<file path="config.mk">
export PLATFORM = sky130hd
export DESIGN_NAME = irq_flag_ctrl
export DESIGN_NICKNAME = d
export VERILOG_FILES = /design/src/rtl/irqf_pkg.sv /design/src/rtl/irqf_ctrl.sv /design/src/rtl/irqf_datapath.sv /design/src/rtl/irq_flag_ctrl.sv
export SDC_FILE = /design/constraint.sdc
export NUM_CORES = 1
export LEC_CHECK = 0
export ABC_AREA = 1
export ABC_CLOCK_PERIOD_IN_PS = 1100
export CORE_MARGIN = 1.5
export CORE_UTILIZATION = 44
export DETAILED_ROUTE_END_ITERATION = 10
export PLACE_DENSITY = 0.79
export SKIP_LAST_GASP = 1
export SYNTH_ARGS = -nofsm -noshare
export SYNTH_HDL_FRONTEND = slang
export SYNTH_HIERARCHICAL = 1
export SYNTH_SLANG_ARGS = --single-unit
</file>
<file path="constraint.sdc">
create_clock -name clk -period 1.1 [get_ports clk]
set_input_delay 0.11 -clock clk [delete_from_list [all_inputs] [get_ports clk]]
set_output_delay 0.11 -clock clk [all_outputs]
set_load 0.02 [all_outputs]
</file>
<file path="src/rtl/irqf_pkg.sv">
package irqf_pkg;
  localparam int unsigned NUM_FLAGS = 7;
  localparam int unsigned DATA_W    = 8;

  // flag bit positions
  localparam int unsigned B_TX   = 6;
  localparam int unsigned B_RX   = 5;
  localparam int unsigned B_IDLE = 4;
  localparam int unsigned B_HI   = 3;
  localparam int unsigned B_LO   = 2;
  localparam int unsigned B_ERR  = 1;
  localparam int unsigned B_TIM  = 0;

  // pin configuration bit positions
  localparam int unsigned C_PP  = 7;
  localparam int unsigned C_EXT = 4;
  localparam int unsigned C_CRC = 2;

  // control-to-datapath strobes
  typedef struct packed {
    logic                  wrFlags;
    logic                  wrCfg;
    logic                  wrFlagEn;
    logic                  rdFlags;
    logic                  rdCfg;
    logic                  rdFlagEn;
    logic [DATA_W-1:0]     wrData;
    logic [NUM_FLAGS-1:0]  evtSet;
  } irqf_ctl_t;
endpackage

</file>
<file path="src/rtl/irqf_ctrl.sv">
module irqf_ctrl
  import irqf_pkg::*;
#(
  parameter int unsigned ADDR_W = 8,
  parameter logic [ADDR_W-1:0] FLAG_ADDR = 'h04,
  parameter logic [ADDR_W-1:0] CFG_ADDR  = 'h03,
  parameter logic [ADDR_W-1:0] FEN_ADDR  = 'h02
) (
  input  logic              clk,
  input  logic              rstN,
  input  logic [ADDR_W-1:0] busAddr,
  input  logic              busWrEn,
  input  logic [DATA_W-1:0] busWrData,
  input  logic              txDone,
  input  logic              rxEnd,
  input  logic              rxNoErrMode,
  input  logic              fifoHasData,
  input  logic              cmdToIdle,
  input  logic              cmdByHost,
  input  logic              cmdUnknown,
  input  logic              hiAlertLvl,
  input  logic              loAlertEvt,
  input  logic              errEvt,
  input  logic              timerEvt,
  output irqf_ctl_t         ctl
);
  logic hiPrev;
  logic hiRise;
  logic rxQual;
  logic idleQual;

  always_ff @(posedge clk or negedge rstN) begin
    if (!rstN) hiPrev <= 1'b0;
    else       hiPrev <= hiAlertLvl;
  end

  assign hiRise   = hiAlertLvl & ~hiPrev;
  assign rxQual   = rxEnd & (~rxNoErrMode | fifoHasData);
  assign idleQual = (cmdToIdle & ~cmdByHost) | cmdUnknown;

  always_comb begin
    ctl          = '0;
    ctl.wrData   = busWrData;
    ctl.wrFlags  = busWrEn && (busAddr == FLAG_ADDR);
    ctl.wrCfg    = busWrEn && (busAddr == CFG_ADDR);
    ctl.wrFlagEn = busWrEn && (busAddr == FEN_ADDR);
    ctl.rdFlags  = (busAddr == FLAG_ADDR);
    ctl.rdCfg    = (busAddr == CFG_ADDR);
    ctl.rdFlagEn = (busAddr == FEN_ADDR);
    ctl.evtSet[B_TX]   = txDone;
    ctl.evtSet[B_RX]   = rxQual;
    ctl.evtSet[B_IDLE] = idleQual;
    ctl.evtSet[B_HI]   = hiRise;
    ctl.evtSet[B_LO]   = loAlertEvt;
    ctl.evtSet[B_ERR]  = errEvt;
    ctl.evtSet[B_TIM]  = timerEvt;
  end

  // receive strobe is suppressed without FIFO data in no-error mode
  a_r6_rx_gate: assert property (@(posedge clk) disable iff (!rstN)
    (rxNoErrMode && !fifoHasData) |-> !ctl.evtSet[B_RX]);
  // a host-written idle alone does not raise the idle event
  a_r7_host_idle: assert property (@(posedge clk) disable iff (!rstN)
    (cmdByHost && !cmdUnknown) |-> !ctl.evtSet[B_IDLE]);
  // a held high-alert level raises the event at most once
  a_r4_hi_edge: assert property (@(posedge clk) disable iff (!rstN)
    (hiAlertLvl && $past(hiAlertLvl)) |-> !ctl.evtSet[B_HI]);
endmodule

</file>
<file path="src/rtl/irqf_datapath.sv">
module irqf_datapath
  import irqf_pkg::*;
#(
  parameter logic [NUM_FLAGS-1:0] RST_FLAGS = 7'h14
) (
  input  logic              clk,
  input  logic              rstN,
  input  irqf_ctl_t         ctl,
  input  logic              extActReq,
  input  logic              crcReq,
  output logic [DATA_W-1:0] busRdData,
  output logic              irqOut,
  output logic              irqOe
);
  logic [NUM_FLAGS-1:0] flags;
  logic [NUM_FLAGS-1:0] flagsNext;
  logic [NUM_FLAGS-1:0] flagEn;
  logic                 pushPull;
  logic                 extEn;
  logic                 crcEn;
  logic                 setSel;
  logic                 reqActive;

  assign setSel = ctl.wrData[DATA_W-1];

  for (genvar i = 0; i < NUM_FLAGS; i++) begin : g_flag
    always_comb begin
      flagsNext[i] = flags[i];
      if (ctl.wrFlags && ctl.wrData[i]) flagsNext[i] = setSel;
      if (ctl.evtSet[i]) flagsNext[i] = 1'b1;  // event wins
    end
  end

  always_ff @(posedge clk or negedge rstN) begin
    if (!rstN) flags <= RST_FLAGS;
    else       flags <= flagsNext;
  end

  always_ff @(posedge clk or negedge rstN) begin
    if (!rstN) begin
      pushPull <= 1'b0;
      extEn    <= 1'b0;
      crcEn    <= 1'b0;
      flagEn   <= '0;
    end else begin
      if (ctl.wrCfg) begin
        pushPull <= ctl.wrData[C_PP];
        extEn    <= ctl.wrData[C_EXT];
        crcEn    <= ctl.wrData[C_CRC];
      end
      if (ctl.wrFlagEn) flagEn <= ctl.wrData[NUM_FLAGS-1:0];
    end
  end

  always_comb begin
    busRdData = '0;
    if (ctl.rdFlags) begin
      busRdData[NUM_FLAGS-1:0] = flags;
    end else if (ctl.rdCfg) begin
      busRdData[C_PP]  = pushPull;
      busRdData[C_EXT] = extEn;
      busRdData[C_CRC] = crcEn;
    end else if (ctl.rdFlagEn) begin
      busRdData[NUM_FLAGS-1:0] = flagEn;
    end
  end

  assign reqActive = (|(flags & flagEn)) | (extActReq & extEn) | (crcReq & crcEn);

  always_comb begin
    if (pushPull) begin
      irqOe  = 1'b1;
      irqOut = ~reqActive;
    end else begin
      irqOe  = reqActive;
      irqOut = 1'b0;
    end
  end

  // every strobed flag is set after the edge, whatever the bus did
  a_r8_event_wins: assert property (@(posedge clk) disable iff (!rstN)
    (|ctl.evtSet) |=> ((flags & $past(ctl.evtSet)) == $past(ctl.evtSet)));
  // without a flag write no set flag is lost
  a_r4_no_autoclear: assert property (@(posedge clk) disable iff (!rstN)
    !ctl.wrFlags |=> ((flags & $past(flags)) == $past(flags)));
  // a set-write leaves all marked flags set
  a_r2_set_marked: assert property (@(posedge clk) disable iff (!rstN)
    (ctl.wrFlags && ctl.wrData[DATA_W-1]) |=>
      ((flags & $past(ctl.wrData[NUM_FLAGS-1:0])) == $past(ctl.wrData[NUM_FLAGS-1:0])));
  // a clear-write empties marked flags that had no event
  a_r3_clear_marked: assert property (@(posedge clk) disable iff (!rstN)
    (ctl.wrFlags && !ctl.wrData[DATA_W-1]) |=>
      ((flags & $past(ctl.wrData[NUM_FLAGS-1:0]) & ~$past(ctl.evtSet)) == '0));
  // open-drain mode never drives a high level
  a_r11_open_drain: assert property (@(posedge clk) disable iff (!rstN)
    (!pushPull) |-> (irqOut == 1'b0));
  // push-pull mode always drives
  a_r11_push_pull: assert property (@(posedge clk) disable iff (!rstN)
    pushPull |-> irqOe);
endmodule

</file>
<file path="src/rtl/irq_flag_ctrl.sv">
module irq_flag_ctrl
  import irqf_pkg::*;
#(
  parameter int unsigned ADDR_W = 8,
  parameter logic [ADDR_W-1:0] FLAG_ADDR = 'h04,
  parameter logic [ADDR_W-1:0] CFG_ADDR  = 'h03,
  parameter logic [ADDR_W-1:0] FEN_ADDR  = 'h02,
  parameter logic [6:0] RST_FLAGS = 7'h14
) (
  input  logic              clk,
  input  logic              rstN,
  input  logic [ADDR_W-1:0] busAddr,
  input  logic              busWrEn,
  input  logic [7:0]        busWrData,
  output logic [7:0]        busRdData,
  input  logic              txDone,
  input  logic              rxEnd,
  input  logic              rxNoErrMode,
  input  logic              fifoHasData,
  input  logic              cmdToIdle,
  input  logic              cmdByHost,
  input  logic              cmdUnknown,
  input  logic              hiAlertLvl,
  input  logic              loAlertEvt,
  input  logic              errEvt,
  input  logic              timerEvt,
  input  logic              extActReq,
  input  logic              crcReq,
  output logic              irqOut,
  output logic              irqOe
);
  irqf_ctl_t ctl;

  irqf_ctrl #(
    .ADDR_W(ADDR_W), .FLAG_ADDR(FLAG_ADDR), .CFG_ADDR(CFG_ADDR), .FEN_ADDR(FEN_ADDR)
  ) ctrl_i (
    .clk(clk), .rstN(rstN), .busAddr(busAddr), .busWrEn(busWrEn), .busWrData(busWrData),
    .txDone(txDone), .rxEnd(rxEnd), .rxNoErrMode(rxNoErrMode), .fifoHasData(fifoHasData),
    .cmdToIdle(cmdToIdle), .cmdByHost(cmdByHost), .cmdUnknown(cmdUnknown),
    .hiAlertLvl(hiAlertLvl), .loAlertEvt(loAlertEvt), .errEvt(errEvt), .timerEvt(timerEvt),
    .ctl(ctl)
  );

  irqf_datapath #(.RST_FLAGS(RST_FLAGS)) dp_i (
    .clk(clk), .rstN(rstN), .ctl(ctl), .extActReq(extActReq), .crcReq(crcReq),
    .busRdData(busRdData), .irqOut(irqOut), .irqOe(irqOe)
  );
endmodule

</file>
==> flow_summary.yaml, run 1 <==
timing:
  rsz0062_at_grt: "yes"
  finalMaxSlewViolations: 0
  max_freq_mhz: 678.3
  setup_violations: 17
  slew_headroom_pct: 75.16
  finClkSkew_ns: 0.01888
  hold_viol_final: 0
  period_share_pct: 134.0
  fin_crit_ns: 1.474
  fin_ws_ns: -0.3743
  tightest_slew_ns: 0.3715
final_layout:
  antennaDiodeCount: 0
  final_core_util_pct: 80.36
  drive_gt1_share_pct: 56.82
  nNetsFinal: 253
  areaGrowthSynthToFinish_pct: 70.71
  design_area_mm2: 0.002027
clock_tree:
  cts_tree: "done"
  clockBufferDepth: 2
  cts-htree-levels: 1
  clkSlewWorstSetupHoldPaths_ns: 0.13
  postCtsHoldBufs: 0
  clockRootBuffer: "clkbuf_4"
  clk_latency_ns: 0.34
  cts_buffers: 3
  clock_sinks: 18
critical_path:
  worstPathMaxFanout: 2
  cp.required_ns: 0.99
  crit_path_start_kind: "flip-flop"
  end_kind: "output pin"
  critPathArrivalTime_ns: 1.36
  critical_path_class: "reg -> out"
  r2r_cells: 3
worst_hold_path:
  hold_path_class: "in -> async"
detailed_routing:
  drtIter0Drc: 26
  wl_per_cell_um: 16.45
  wl_mm: 4.113
  dr_total_vias: 1287
  vias_per_cell: 5.148
  drtPass1Iterations: 4
  ant_nets: 0
  drc: 0
power:
  p_leak_uw: 0.0009296
  ir_drop_uv: 730.2
  power_density_mw_per_mm2: 742.9
grt:
  grt_pass1_wl_mm: 5.388
  grtUsageMet2_pct: 48.21
  use_met3_pct: 3.495
  grt_max_degree: 19
  top_usage_layer: "met2"
  antenna_found_initial: 0
  gr-usage-met1_pct: 29.24
  grt_overflow: 0
  track_usage_pct: 25.84
  grt_pass1_vias: 1205
yosys:
  synthCells: 159
  synth_cell_types: 20
  syn_nets: 191
  synth_warnings: 6
  ys_seq_elements: 18
  syn_area_per_cell_um2: 7.468
  netlist_area_mm2: 0.001187
  yosysSeqAreaShare_pct: 38.15
floorplanning:
  core_area_mm2: 0.002522
  die_x_um: 54.95
  fp-row-count: 18
  initial_utilization_pct: 47.07
  die_y_um: 54.95
  die_area_mm2: 0.003020
  ios: 42
place:
  postPlaceCellArea_mm2: 0.001683
  dp_hpwl_mm: 2.115
  portBuffers: 41
  gp_congestion: 0.8624
status:
  violations: "negative setup slack"
  outcome: "complete, but fails checks"
run:
  maxCapViolCount: 0
-- layout make-up --
cell class	count	area, µm²
clock buffer	4	36.28
timing repair buffer	76	719.4
fill	164	495.5
tap	30	37.54
multi-input combinational	102	698.2
inverter	20	82.58
sequential	18	452.9
-- kinds of logic (layout without fill, tap and decap cells) --
kind of cell,count (synthesis),count (layout),share of synthesized area (%)
flip-flops,18,18,38.15
buffers and inverters,39,100,18.97
multiplexers,7,7,6.638
AND/OR/NAND/NOR,81,81,28.56
AO/OA/AOI/OAI,14,14,7.693
-- layout by cell type, fill, tap and decap left out, types with 2 or more instances in the layout --
master / n
dfstp_2: 2
nand3_2: 7
o211ai_1: 2
nor2_4: 5
inv_2: 12
nand2_2: 21
nand3_4: 2
mux2_4: 6
dfrtp_1: 16
buf_6: 21
buf_2: 3
buf_4: 27
clkbuf_4: 3
a21oi_2: 4
nand3_1: 7
inv_1: 6
nand2_1: 29
nor2_1: 3
clkdlybuf4s50_1: 23
nand2_4: 2
nor2_2: 5
o21ai_0: 3
a21oi_1: 3
-- timing repair --
| action | in CTS | in global routing |
|---|---|---|
| gates cloned | 0 | 0 |
| pin swaps | 23 | 20 |
| buffers inserted | 9 | 7 |
| setup endpoints to repair | 24 | 24 |
| hold endpoints to repair | 0 | 0 |
| gates resized for setup | 129 | 38 |
-- flip-flops by register name, indices dropped and copies added (netlist names) --
name / cells
ctrl_i/hiPrev: 1
dp_i/flagEn: 7
dp_i/crcEn: 1
dp_i/pushPull: 1
dp_i/extEn: 1
dp_i/flags: 7
-- stage by stage --
| stage | hold WS, ns | std cells | setup slack, ns | TNS (ns) | total power, µW |
|---|---|---|---|---|---|
| after floorplan | -0.1856 | 159 | 0.001761 | 0 | 835.2 |
| after global placement | 0.4562 | 235 | -0.9737 | -15.27 | 969.7 |
| after detailed placement | 0.4598 | 235 | -1.028 | -16.06 | 978.5 |
| after CTS | 0.1291 | 246 | -0.2792 | -1.576 | 1414 |
| after global routing | 0.1170 | 250 | -0.4441 | -3.500 | 1563 |
| final | 0.1138 | 250 | -0.3743 | -2.550 | 1506 |
-- cells in the mapped netlist --
cell type / instances / share of area [%]
dfrtp_1: 16 / 34
mux2_2: 4 / 3.8
nor2_2: 2 / 1.1
buf_6: 2 / 1.9
a21oi_2: 3 / 2.2
buf_2: 1 / 0.42
inv_1: 19 / 6.0
nand3_1: 16 / 6.7
nand2_1: 48 / 15
buf_4: 16 / 10
mux2_1: 3 / 2.8
inv_4: 1 / 0.53
o21ai_0: 3 / 1.3
o211ai_1: 2 / 1.3
dfstp_2: 2 / 4.4
a21oi_1: 4 / 1.7
nand2_2: 4 / 2.1
o21bai_1: 1 / 0.63
nor2_1: 11 / 3.5
a21boi_0: 1 / 0.63
-- critical path, stage by stage, from the launching register on --
cell and delay (ns):
dfrtp_1 0.42, nand2_2 0.10, nand3_2 0.09, nor2_4 0.14
nand2_1 0.06, nor2_1 0.08, buf_4 0.14
-- path summary, 6_finish.rpt --
kind	from	to	slack, ns
hold / removal	rstN	dp_i/flagEn[2]	0.11
setup reg to reg	dp_i/flagEn[2]	dp_i/flagEn[2]	0.05
max in group asynchronous	rstN	dp_i/flags[2]	0.70
min in group clk	hiAlertLvl	ctrl_i/hiPrev	0.27
hold reg to reg	dp_i/crcEn	dp_i/crcEn	0.58
setup / recovery	dp_i/flagEn[2]	irqOut	-0.37
-- power breakdown --
part	total, µW	internal (µW)	switching [µW]
Clock	468	203	265
Combinational	338	182	157
Sequential	699	685	13.7
-- metal layers --
metal	part of all wire (%)	up-vias
li1	-	608
met1	37	611
met2	53	46
met3	5.0	22
met4	5.4	0
met5	0	-
Power figures use the tool's default switching activity.
==> inputs of run 2 (changes only) <==
--- a/config.mk
+++ b/config.mk
@@ -10,7 +10,7 @@
 export CORE_MARGIN = 1.5
 export CORE_UTILIZATION = 44
 export DETAILED_ROUTE_END_ITERATION = 10
-export PLACE_DENSITY = 0.79
+export PLACE_DENSITY = 0.76
 export SKIP_LAST_GASP = 1
 export SYNTH_ARGS = -nofsm -noshare
 export SYNTH_HDL_FRONTEND = slang
==> flow_summary.yaml, run 2 (synthesis gave the netlist of run 1 again) <==
critical_path:
  cp.required_ns: 0.99
  critical_path.max_stage_delay_ns: 0.41
  cp_common_cell: "nand2_1"
  end_kind: "output pin"
  path_buf_inv: 1
  worstPathMaxFanout: 2
  path_depth: 6
  cp_top_family: "simple AND/OR/NAND/NOR gates"
  cpMaxStageDelayCell: "dfrtp_1"
  crit_path_start_kind: "flip-flop"
  critical_path_class: "reg -> out"
  r2r_cells: 3
  path_cells: "nand2_1, nand3_2, nor2_4, nand2_1, nor2_1, buf_4"
  critPathArrivalTime_ns: 1.42
power:
  pwr-share-seq_pct: 47.7
  pwr-share-comb_pct: 22.7
  ir_drop_uv: 802.9
  p_leak_uw: 0.0009207
  power_density_mw_per_mm2: 725.1
  p_switching_uw: 398.4
  internal-power_uw: 1066
  p_clk_share_pct: 29.6
  switching_share_pct: 27.21
timing:
  finalMaxSlewViolations: 0
  rsz0062_at_grt: "yes"
  finClkSkew_ns: 0.00003206
  setup_tns_ns: -2.732
  fin_hold_ws_ns: 0.1177
  tightest_slew_ns: 0.3821
  fin_crit_ns: 1.528
  hold_viol_final: 0
  period_share_pct: 138.9
  max_freq_mhz: 654.3
  slew_headroom_pct: 74.45
  setup_violations: 17
  fin_ws_ns: -0.4283
final_layout:
  top_regs: "dp_i/flagEn (7), dp_i/flags (7)"
  drive_gt1_share_pct: 52.51
  final_common_cell: "nand2_1"
  layout_common_cells: "nand2_1, buf_4, clkdlybuf4s50_1"
  fin_cells: 249
  final_core_util_pct: 80.06
  design_area_mm2: 0.002019
  antennaDiodeCount: 0
  filler_cell_count: 157
  nNetsFinal: 252
  areaGrowthSynthToFinish_pct: 70.07
clock_tree:
  cts-htree-levels: 1
  postCtsHoldBufs: 0
  clock_sinks: 18
  clockRootBuffer: "clkbuf_4"
  clkSlewWorstSetupHoldPaths_ns: 0.12
  cts_buffers: 3
  cts_tree: "done"
  clockBufferDepth: 2
  clk_latency_ns: 0.30
detailed_routing:
  drtPass1Iterations: 4
  drc: 0
  vias_per_cell: 5.205
  dr_total_vias: 1296
  ant_nets: 0
  wl_mm: 3.936
  drtIter0Drc: 36
  wl_per_cell_um: 15.81
grt:
  track_usage_pct: 25.84
  grt_max_degree: 19
  grt_overflow: 0
  antenna_found_initial: 0
  grt_pass1_wl_mm: 5.395
  grt_pass1_vias: 1198
floorplanning:
  initial_utilization_pct: 47.07
  ios: 42
  fp-row-count: 18
  core_area_mm2: 0.002522
  die_area_mm2: 0.003020
  die_y_um: 54.95
  die_x_um: 54.95
status:
  violations: "negative setup slack"
  outcome: "complete, but fails checks"
place:
  portBuffers: 41
  gp_congestion: 0.8057
  dp_hpwl_mm: 2.227
  placed_cells: 234
  postPlaceCellArea_mm2: 0.001663
worst_hold_path:
  hold_path_class: "in -> async"
run:
  maxCapViolCount: 0
[run 2: through the flow]
stage	total power, µW	worst slack, ns
after detailed placement	982.4	-1.059
after CTS	1427	-0.3269
after global placement	968.4	-0.9845
final	1464	-0.4283
after floorplan	835.2	0.001761
after global routing	1531	-0.4580
[run 2: final timing paths]
path                                 from             end  slack, ns
setup / recovery           dp_i/flagEn[1]          irqOut      -0.43
hold / removal                       rstN      dp_i/extEn       0.12
setup reg to reg           dp_i/flagEn[2]  dp_i/flagEn[2]       0.07
hold reg to reg             ctrl_i/hiPrev   dp_i/flags[3]       0.55
max in group asynchronous            rstN   dp_i/flags[4]       0.72
min in group clk               hiAlertLvl   ctrl_i/hiPrev       0.28
[run 2: cell type report]
| cell class | count | area [µm²] | share of cell area, % |
|---|---|---|---|
| clock buffer | 4 | 36.28 | 1.797 |
| multi-input combinational | 102 | 688.2 | 34.08 |
| sequential | 18 | 452.9 | 22.43 |
| inverter | 20 | 100.1 | 4.957 |
| tap | 30 | 37.54 | 1.859 |
| timing repair buffer | 75 | 704.4 | 34.88 |
[run 2: power groups by stage]
stage / clock network (µW) / registers (µW) / logic [µW]
6_report: 434 / 698 / 333
3_3_place_gp: 0 / 707 / 261
4_1_cts: 436 / 697 / 295
3_5_place_dp: 0 / 709 / 273
5_1_grt: 475 / 701 / 355
2_1_floorplan: 0 / 708 / 127
[run 2: worst reg2reg max path: cells and delay by family (launching register included)]
kind / cells / cell delay, ns
buffers and inverters: 2 / 0.27
flip-flops: 1 / 0.41
multiplexers: 1 / 0.26
[run 2: what timing repair did]
| action | 4_1_cts | 5_1_grt |
|---|---|---|
| endpoints found under the setup margin | 24 | 22 |
| setup buffers | 6 | 10 |
| pin swaps | 21 | 24 |
| gates cloned | 0 | 0 |
| resized for setup | 134 | 27 |
[run 2: metal layers]
metal | routed length (µm) | GRT usage, %
met1 | 1409 | 31.13
met2 | 2073 | 46.03
met4 | 182 | 10.57
met5 | 0 | 0
met3 | 272 | 3.495
==> inputs of run 3 (changes only) <==
--- a/config.mk
+++ b/config.mk
@@ -11,6 +11,7 @@
 export CORE_UTILIZATION = 44
 export DETAILED_ROUTE_END_ITERATION = 10
 export PLACE_DENSITY = 0.76
+export SKIP_CTS_REPAIR_TIMING = 1
 export SKIP_LAST_GASP = 1
 export SYNTH_ARGS = -nofsm -noshare
 export SYNTH_HDL_FRONTEND = slang
==> flow_summary.yaml, run 3 (synthesis gave the netlist of run 1 again) <==
timing:
  setup_violations: 10
  fin_ws_ns: -0.3761
  finalMaxSlewViolations: 0
  setup_tns_ns: -2.234
  slew_headroom_pct: 75.60
  fin_crit_ns: 1.476
  finClkSkew_ns: 0.00007949
  hold_viol_final: 0
  period_share_pct: 134.2
  max_freq_mhz: 677.5
  rsz0062_at_grt: "yes"
  tightest_slew_ns: 0.3649
detailed_routing:
  vias_per_cell: 5.086
  wl_per_cell_um: 13.83
  drtIter0Drc: 14
  dr_total_vias: 1236
  drc: 0
  drtPass1Iterations: 4
  ant_nets: 0
  wl_mm: 3.361
place:
  postPlaceCellArea_mm2: 0.001663
  placed_cells: 234
  dp_hpwl_mm: 2.227
  gp_congestion: 0.8057
  portBuffers: 41
critical_path:
  cp_common_cell: "nand2_1"
  critical_path_class: "reg -> out"
  critPathArrivalTime_ns: 1.37
  reg2reg_from: "dp_i/flagEn[4]"
  rrSetupSlack_ns: 0.16
  end_kind: "output pin"
  startpoint: "dp_i/flags[1]"
  worstPathMaxFanout: 2
  cp.required_ns: 0.99
  crit_path_start_kind: "flip-flop"
  critical_path.max_stage_delay_ns: 0.40
  path_cells: "nand2_1, nand3_1, nor2_2, nand2_1, nor2_1, buf_4"
  cpMaxStageDelayCell: "dfrtp_1"
clock_tree:
  cts_tree: "done"
  clock_sinks: 18
  clkSlewWorstSetupHoldPaths_ns: 0.11
  clockRootBuffer: "clkbuf_4"
  cts_buffers: 3
  clk_latency_ns: 0.29
  cts-htree-levels: 1
  clockBufferDepth: 2
floorplanning:
  initial_utilization_pct: 47.07
  die_area_mm2: 0.003020
  ios: 42
  fp-row-count: 18
  core_area_mm2: 0.002522
  die_y_um: 54.95
  die_x_um: 54.95
final_layout:
  multi_input_area_um2: 615.6
  design_area_mm2: 0.001837
  filler_cell_count: 195
  layout_common_cells: "nand2_1, buf_4, clkdlybuf4s50_1"
  final_common_cell: "nand2_1"
  regArea_um2: 452.9
  drive_gt1_share_pct: 46.95
  top_regs: "dp_i/flagEn (7), dp_i/flags (7)"
  areaGrowthSynthToFinish_pct: 54.69
  antennaDiodeCount: 0
  fin_cells: 243
  nNetsFinal: 246
worst_hold_path:
  hold_path_class: "in -> async"
grt:
  grt_pass1_vias: 1154
  grt_max_degree: 19
  grt_overflow: 0
  antenna_found_initial: 0
  grt_pass1_wl_mm: 4.781
  track_usage_pct: 22.32
power:
  power_density_mw_per_mm2: 774.2
  p_leak_uw: 0.0008664
  ir_drop_uv: 570.4
run:
  maxCapViolCount: 0
status:
  violations: "negative setup slack"
  outcome: "complete, but fails checks"
## run 3: cell types whose count changed in the layout (fill, tap and decap cells not counted), sizes merged
cell          before  now
dlymetal6s2s       0    1
clkinv             1    2
clkbuf             4    9
inv               19   18
buf               52   40
## run 3: where the power goes
part           internal [µW]  switching (µW)  total [µW]  leakage, µW
Sequential               685            11.6         697     0.000201
Combinational            164             137         301     0.000645
Clock                    202             222         424    0.0000210
## run 3: final timing paths
path                            cells past startpoint             end
worst min register to register                      3   dp_i/flags[3]
max in group asynchronous                           2   dp_i/flags[4]
min in group clk                                    1   ctrl_i/hiPrev
worst min-delay path                                2   dp_i/flags[3]
worst max-delay path                                6          irqOut
worst max register to register                      2  dp_i/flagEn[4]
## run 3: through the flow
step | setup slack [ns] | utilization (%) | power, µW | hold WS [ns]
detailed placement | -1.059 | 65.92 | 982.4 | 0.4628
CTS | -1.058 | 67.36 | 1406 | 0.1266
floorplan | 0.001761 | - | 835.2 | -0.1856
global route | -0.4282 | 72.82 | 1500 | 0.1453
finish | -0.3761 | 72.82 | 1422 | 0.1255
global placement | -0.9845 | 65.92 | 968.4 | 0.4584
## run 3: cell type report
| class | count | share of cell area (%) |
|---|---|---|
| multi-input combinational | 102 | 33.51 |
| sequential | 18 | 24.66 |
| timing repair buffer | 69 | 32.77 |
| clock buffer | 4 | 1.975 |
| inverter | 20 | 5.041 |
| tap | 30 | 2.044 |
## run 3: worst max-delay path: cells and delay by family (launching register included)
family                 cells  cell delay, ns
buffers and inverters      1            0.15
DFF                        1            0.40
and+or+nand+nor            5            0.51
## run 3: routing by layer
metal	vias to the layer above	track usage (%)	part of all wire [%]
li1	590	-	-
met1	594	26.06	38
met2	40	41.47	52
met3	12	2.688	5.8
met4	0	8.130	3.3
met5	-	0	0
